`src/rtl/clk_pstate_pkg.sv`:
```
package clk_pstate_pkg;
  localparam int NSTATES = 7;
  localparam int SW      = 3;

  typedef enum logic [SW-1:0] {
    PS_RUN   = 3'd0,
    PS_GRANT = 3'd1,
    PS_HALT  = 3'd2,
    PS_QUICK = 3'd3,
    PS_SNOOP = 3'd4,
    PS_DOZE  = 3'd5,
    PS_DEEP  = 3'd6
  } pstate_e;
endpackage

```
`src/rtl/pstate_strap_latch.sv`:
```
module pstate_strap_latch (
  input  logic clk,
  input  logic rst,
  input  logic strap_i,
  output logic grant_mode_o
);
  always_ff @(posedge clk) begin
    if (rst) grant_mode_o <= strap_i;
  end
endmodule

```
`src/rtl/pstate_wake_timer.sv`:
```
module pstate_wake_timer #(
  parameter int WAKE_CYCLES = 3000
) (
  input  logic clk,
  input  logic rst,
  input  logic in_deep_i,
  input  logic bus_clk_off_i,
  output logic expire_o
);
  localparam int CW = (WAKE_CYCLES > 1) ? $clog2(WAKE_CYCLES) : 1;
  localparam logic [CW-1:0] LAST = CW'(WAKE_CYCLES - 1);

  logic [CW-1:0] cnt_q;
  logic          active_q;
  logic          counting;

  assign counting = in_deep_i && (active_q || !bus_clk_off_i);
  assign expire_o = counting && (cnt_q == LAST);

  always_ff @(posedge clk) begin
    if (rst || !in_deep_i) begin
      cnt_q    <= '0;
      active_q <= 1'b0;
    end else if (counting) begin
      if (expire_o) begin
        cnt_q    <= '0;
        active_q <= 1'b0;
      end else begin
        cnt_q    <= cnt_q + 1'b1;
        active_q <= 1'b1;
      end
    end
  end

  AST_CNT_BOUND: assert property (@(posedge clk) disable iff (rst)
    cnt_q <= LAST);
  AST_IDLE_OUTSIDE_DEEP: assert property (@(posedge clk) disable iff (rst)
    !in_deep_i |=> (cnt_q == '0) && !active_q);
endmodule

```
`src/rtl/pstate_next.sv`:
```
module pstate_next
  import clk_pstate_pkg::*;
(
  input  pstate_e cur_i,
  input  pstate_e ret_i,
  input  logic    grant_mode_i,
  input  logic    halt_i,
  input  logic    stop_req_i,
  input  logic    sleep_i,
  input  logic    bus_clk_off_i,
  input  logic    snoop_req_i,
  input  logic    snoop_done_i,
  input  logic    wake_i,
  input  logic    wake_expire_i,
  output pstate_e nxt_o
);
  always_comb begin
    nxt_o = cur_i;
    unique case (cur_i)
      PS_RUN: begin
        if (stop_req_i)  nxt_o = grant_mode_i ? PS_GRANT : PS_QUICK;
        else if (halt_i) nxt_o = PS_HALT;
      end
      PS_HALT: begin
        if (wake_i)           nxt_o = PS_RUN;
        else if (snoop_req_i) nxt_o = PS_SNOOP;
      end
      PS_GRANT: begin
        if (!stop_req_i)      nxt_o = PS_RUN;
        else if (snoop_req_i) nxt_o = PS_SNOOP;
        else if (sleep_i)     nxt_o = PS_DOZE;
      end
      PS_QUICK: begin
        if (!stop_req_i)      nxt_o = PS_RUN;
        else if (snoop_req_i) nxt_o = PS_SNOOP;
      end
      PS_SNOOP: begin
        if (snoop_done_i) nxt_o = ret_i;
      end
      PS_DOZE: begin
        if (bus_clk_off_i) nxt_o = PS_DEEP;
        else if (!sleep_i) nxt_o = PS_GRANT;
      end
      PS_DEEP: begin
        if (wake_expire_i) nxt_o = PS_DOZE;
      end
      default: nxt_o = PS_RUN;
    endcase
  end
endmodule

```
`src/rtl/pstate_outreg.sv`:
```
module pstate_outreg
  import clk_pstate_pkg::*;
(
  input  logic                clk,
  input  logic                rst,
  input  pstate_e             nxt_i,
  output pstate_e             state_o,
  output logic [NSTATES-1:0]  state_oh_o,
  output logic                core_clk_en_o,
  output logic                stop_ack_o,
  output logic                ready_o
);
  logic [NSTATES-1:0] oh_d;
  logic               stopped_d;

  for (genvar k = 0; k < NSTATES; k++) begin : g_oh
    assign oh_d[k] = (nxt_i == pstate_e'(k));
  end

  assign stopped_d = (nxt_i == PS_GRANT) || (nxt_i == PS_QUICK);

  always_ff @(posedge clk) begin
    if (rst) begin
      state_o       <= PS_RUN;
      state_oh_o    <= NSTATES'(1);
      core_clk_en_o <= 1'b1;
      stop_ack_o    <= 1'b0;
      ready_o       <= 1'b1;
    end else begin
      state_o       <= nxt_i;
      state_oh_o    <= oh_d;
      core_clk_en_o <= (nxt_i == PS_RUN) || (nxt_i == PS_SNOOP);
      stop_ack_o    <= stopped_d && (nxt_i != state_o);
      ready_o       <= (nxt_i != PS_DEEP);
    end
  end
endmodule

```
`src/rtl/clk_pstate_ctrl.sv`:
```
module clk_pstate_ctrl
  import clk_pstate_pkg::*;
#(
  parameter int WAKE_CYCLES = 3000
) (
  input  logic               clk,
  input  logic               rst,
  input  logic               strap_i,
  input  logic               halt_i,
  input  logic               stop_req_i,
  input  logic               sleep_i,
  input  logic               bus_clk_off_i,
  input  logic               snoop_req_i,
  input  logic               snoop_done_i,
  input  logic               wake_i,
  output logic [SW-1:0]      state_o,
  output logic [NSTATES-1:0] state_oh_o,
  output logic               core_clk_en_o,
  output logic               stop_ack_o,
  output logic               ready_o
);
  pstate_e cur;
  pstate_e nxt;
  pstate_e ret_q;
  logic    grant_mode;
  logic    wake_expire;

  pstate_strap_latch u_strap (
    .clk(clk), .rst(rst), .strap_i(strap_i), .grant_mode_o(grant_mode)
  );

  pstate_wake_timer #(.WAKE_CYCLES(WAKE_CYCLES)) u_timer (
    .clk(clk), .rst(rst), .in_deep_i(cur == PS_DEEP),
    .bus_clk_off_i(bus_clk_off_i), .expire_o(wake_expire)
  );

  pstate_next u_next (
    .cur_i(cur), .ret_i(ret_q), .grant_mode_i(grant_mode),
    .halt_i(halt_i), .stop_req_i(stop_req_i), .sleep_i(sleep_i),
    .bus_clk_off_i(bus_clk_off_i), .snoop_req_i(snoop_req_i),
    .snoop_done_i(snoop_done_i), .wake_i(wake_i),
    .wake_expire_i(wake_expire), .nxt_o(nxt)
  );

  always_ff @(posedge clk) begin
    if (rst) ret_q <= PS_HALT;
    else if (nxt == PS_SNOOP && cur != PS_SNOOP) ret_q <= cur;
  end

  pstate_outreg u_out (
    .clk(clk), .rst(rst), .nxt_i(nxt), .state_o(cur),
    .state_oh_o(state_oh_o), .core_clk_en_o(core_clk_en_o),
    .stop_ack_o(stop_ack_o), .ready_o(ready_o)
  );

  assign state_o = cur;

  AST_ONE_STATE: assert property (@(posedge clk) disable iff (rst)
    $countones(state_oh_o) == 1 && state_oh_o[cur]);
  AST_STRAP_EXCL: assert property (@(posedge clk) disable iff (rst)
    grant_mode ? (cur != PS_QUICK) : (cur != PS_GRANT));
  AST_HALT_ENTRY: assert property (@(posedge clk) disable iff (rst)
    (cur == PS_RUN && halt_i && !stop_req_i) |=> (cur == PS_HALT));
  AST_STOP_RELEASE: assert property (@(posedge clk) disable iff (rst)
    ((cur == PS_GRANT || cur == PS_QUICK) && !stop_req_i) |=> (cur == PS_RUN));
  AST_SNOOP_RETURN: assert property (@(posedge clk) disable iff (rst)
    (cur == PS_SNOOP && snoop_done_i) |=> (cur == ret_q));
  AST_DEEP_FROM_DOZE: assert property (@(posedge clk) disable iff (rst)
    (cur == PS_DEEP && $past(cur) != PS_DEEP) |-> ($past(cur) == PS_DOZE));
  AST_READY_DEEP: assert property (@(posedge clk) disable iff (rst)
    ready_o == (cur != PS_DEEP));
  AST_CLK_GATE: assert property (@(posedge clk) disable iff (rst)
    core_clk_en_o == (cur == PS_RUN || cur == PS_SNOOP));
  AST_ACK_PULSE: assert property (@(posedge clk) disable iff (rst)
    stop_ack_o |-> ((cur == PS_GRANT || cur == PS_QUICK) && $past(cur) != cur));
  AST_ACK_SINGLE: assert property (@(posedge clk) disable iff (rst)
    stop_ack_o |=> !stop_ack_o);
  AST_DONE_IGNORED: assert property (@(posedge clk) disable iff (rst)
    (cur == PS_RUN && !stop_req_i && !halt_i) |=> (cur == PS_RUN));
endmodule

```
`config.mk`:
```
export PLATFORM = sky130hd
export DESIGN_NAME = clk_pstate_ctrl
export DESIGN_NICKNAME = d
export VERILOG_FILES = /design/src/rtl/clk_pstate_pkg.sv /design/src/rtl/pstate_strap_latch.sv /design/src/rtl/pstate_wake_timer.sv /design/src/rtl/pstate_next.sv /design/src/rtl/pstate_outreg.sv /design/src/rtl/clk_pstate_ctrl.sv
export SDC_FILE = /design/constraint.sdc
export NUM_CORES = 1
export LEC_CHECK = 0
export ABC_AREA = 1
export BUFFER_PORTS_ARGS = -buffer_cell sky130_fd_sc_hd__buf_2
export CORE_MARGIN = 10
export CORE_UTILIZATION = 39
export CTS_CLUSTER_DIAMETER = 100
export CTS_CLUSTER_SIZE = 8
export DETAILED_ROUTE_END_ITERATION = 16
export GPL_TIMING_DRIVEN = 0
export SLEW_MARGIN = 10
export SYNTH_ARGS = -nofsm -noshare
export SYNTH_HDL_FRONTEND = slang
export SYNTH_SLANG_ARGS = --single-unit
```
`constraint.sdc`:
```
create_clock -name clk -period 4.9 [get_ports clk]
set_clock_uncertainty 0.05 [all_clocks]
set_input_delay 0.245 -clock clk [delete_from_list [all_inputs] [get_ports clk]]
set_output_delay 0.245 -clock clk [all_outputs]
set_load 0.05 [all_outputs]
```
==> metrics <==
outcome=completed; pwr/cell area=410 nW/um2; gpl congestion=0.785; CP Capture Type=flip-flop; Worst Setup Start Kind=flip-flop; hpwl dp=2360 um; Final min period=1810 ps; Ports=23; CP required=5030 ps; I/O Buffers=22; pre-CTS worst setup slack=3110 ps; DRT iter0 DRCs=53; vias in the first global route=1271; Synth Net Count=209; CTS tree=done; Clock Power Share=43.1%; clk_lat worst skew=280 ps; final core occ=50.4%; FP Rows=21; setup TNS=0 ps; Psw=199 uW; worst slew pin tran=368 ps; Max Slew Vio Count=0; routed wire length=2960 um; Die ar.=6470 um2; routed len/inst=10.8 um; Setup violations, final=0; Unique masters post-synth=24; max_cap viols=0; cell with the most instances after synthesis=nand2_1; Remaining Overflow, GRT=0; total track usage=10.5%; area leader, netlist=dfxtp_1; Final Hold Viols=0; number of flops mapped to enable cells by yosys=1; register clock-pin slew on the reported worst setup and hold paths=60 ps; ys async rst share=0%; register area share after synthesis=42.9%; ANT cells=0; kind of critical path=flip-flop to flip-flop; root buffer cell=clkbuf_8; Num CTS Buffers=5; synth warn=0; Highest Clock Rate=553 MHz; final period utilization=36.9%; Hold WC Path Type=primary input to flip-flop; unrepaired setup endpoints after global routing=no; CTS H-tree depth=2; CTS Hold Bufs=0; Num Clock Sinks=30; Vias=1288; Post-CTS Resized=0; critical path peak fanout=7; cells after synthesis=198; Register-to-Register Path Depth=11; Net Sw Frac=28.0%; final setup margin=3090 ps; max_slew headroom=75.4%; internal power=511 uW; P&R area growth vs syn=21.8%; dominant cells by area after synthesis=dfxtp_1, nand2_1, nor2_1, inv_1, a21oi_1; worst vdd ir=0.237 mV; drt drc=0; Initial Util=41.4%; hold path depth=1; Core ar.=3440 um2; antenna violations before repair=0; top cells by count, synth=nand2_1, nor2_1, dfxtp_1; DR pass1 iterations=4; Sequential Power Share=37.4%; Static Leak=0.774 nW; Die X=80.4 um; layout cells sized above 1=20.6%; largest net degree at the start of global routing=11; CP Data Arrival Time=1930 ps; Post-CTS Setup Repair Bufs=0; Synth Register Bits=30; synthesized area=1420 um2; nets=238; combinational share of power=19.5%; top-area cell type share of the netlist area=40.8%; clk buf depth=2; Syn Area/Cell=7.19 um2; dominant synthesized flop cell=dfxtp_1; die height=80.4 um; global-route wire length before repair=5410 um; Vias per Instance=4.70; worst hold slack=89.2 ps; ANT nets after route=0
## flip-flops by register name (all words and copies together), names as in the netlist
register / flops
u_out.stop_ack_o: 1
u_out.state_o: 3
u_strap.grant_mode_o: 1
ret_q: 3
u_out.ready_o: 1
u_timer.cnt_q: 12
u_out.state_oh_o: 7
u_out.core_clk_en_o: 1
u_timer.active_q: 1
## worst max-delay path, cell delays in order (launching register included)
cell     delay [ps]
dfxtp_1         470
inv_1           170
nand2_1         110
nor2_1           50
nand2_1          60
nand2_1          50
nor2_1          100
nand2_1         140
nor2_8          200
nand4_1         150
nand2_1         100
nand2_1          50
## path summary, 6_finish.rpt
kind | from | endpoint | slack (ps)
setup / recovery | u_out.state_o[2]$_SDFF_PP0_ | ret_q[0]$_SDFFE_PP0P_ | 3090
hold / removal | strap_i | u_strap.grant_mode_o$_DFFE_PP_ | 90
hold reg to reg | ret_q[2]$_SDFFE_PP0P_ | ret_q[2]$_SDFFE_PP0P_ | 390
setup reg to reg | u_out.state_o[2]$_SDFF_PP0_ | ret_q[0]$_SDFFE_PP0P_ | 3090
## stage by stage
step	std cells	area [um2]	total power [mW]
floorplan	198	1420	0.379
global placement	266	1590	0.411
detailed placement	266	1590	0.412
CTS	274	1730	0.722
global route	274	1730	0.749
finish	274	1730	0.711
## logic make-up (layout without fill, tap and decap cells)
kind of cell             Yosys count  in the layout  synth area share, %
AO/OA/AOI/OAI                     20             20                 7.21
adder cells (fa/ha/maj)            1              1                0.879
AND/OR/NAND/NOR                  119            119                 41.4
flip-flops                        30             30                 42.9
buffers and inverters             28             58                 7.65
## power groups by stage
stage                     sequential, mW  clock [mW]  combinational [mW]
after floorplan                    0.315           0              0.0645
after global placement             0.271           0               0.140
after detailed placement           0.272           0               0.140
after CTS                          0.266       0.315               0.141
after global routing               0.267       0.329               0.153
final                              0.266       0.306               0.139
## final cells by class
| type | instances | area, um2 |
|---|---|---|
| multi-input combinational | 140 | 704 |
| clock buffer | 6 | 82.6 |
| buffer | 1 | 7.51 |
| timing repair buffer | 22 | 110 |
| inverter | 27 | 101 |
| fill | 350 | 1710 |
| sequential | 30 | 611 |
| tap | 46 | 57.6 |
| clock inverter | 2 | 60.1 |
## layout by cell type, fill, tap and decap left out
master,n
a21oi_1,13
clkbuf_8,6
buf_2,22
and3_1,2
nor2_2,4
edfxtp_1,1
nor2_1,30
nor3_2,1
nand2_1,46
a211oi_1,1
inv_1,24
nor2_8,1
nor3_1,11
nand2_4,2
nor2_4,4
nand4_1,5
bufinv_16,2
buf_4,1
inv_2,3
ha_1,1
o21ai_0,4
nand3_1,10
nand3_4,1
dfxtp_1,29
o21ai_1,2
nor3b_1,1
nand3b_1,1
## routing by layer
| layer | routed length (um) | share of wire (%) | track usage, % | up-vias |
|---|---|---|---|---|
| met5 | 0 | 0 | 0 | - |
| met4 | 47 | 1.6 | 4.23 | 0 |
| met3 | 173 | 5.8 | 5.23 | 6 |
| met2 | 1440 | 49 | 17.0 | 17 |
| met1 | 1300 | 44 | 11.3 | 574 |
| li1 | - | - | - | 691 |
No activity file was read; power rests on OpenSTA's default activity.
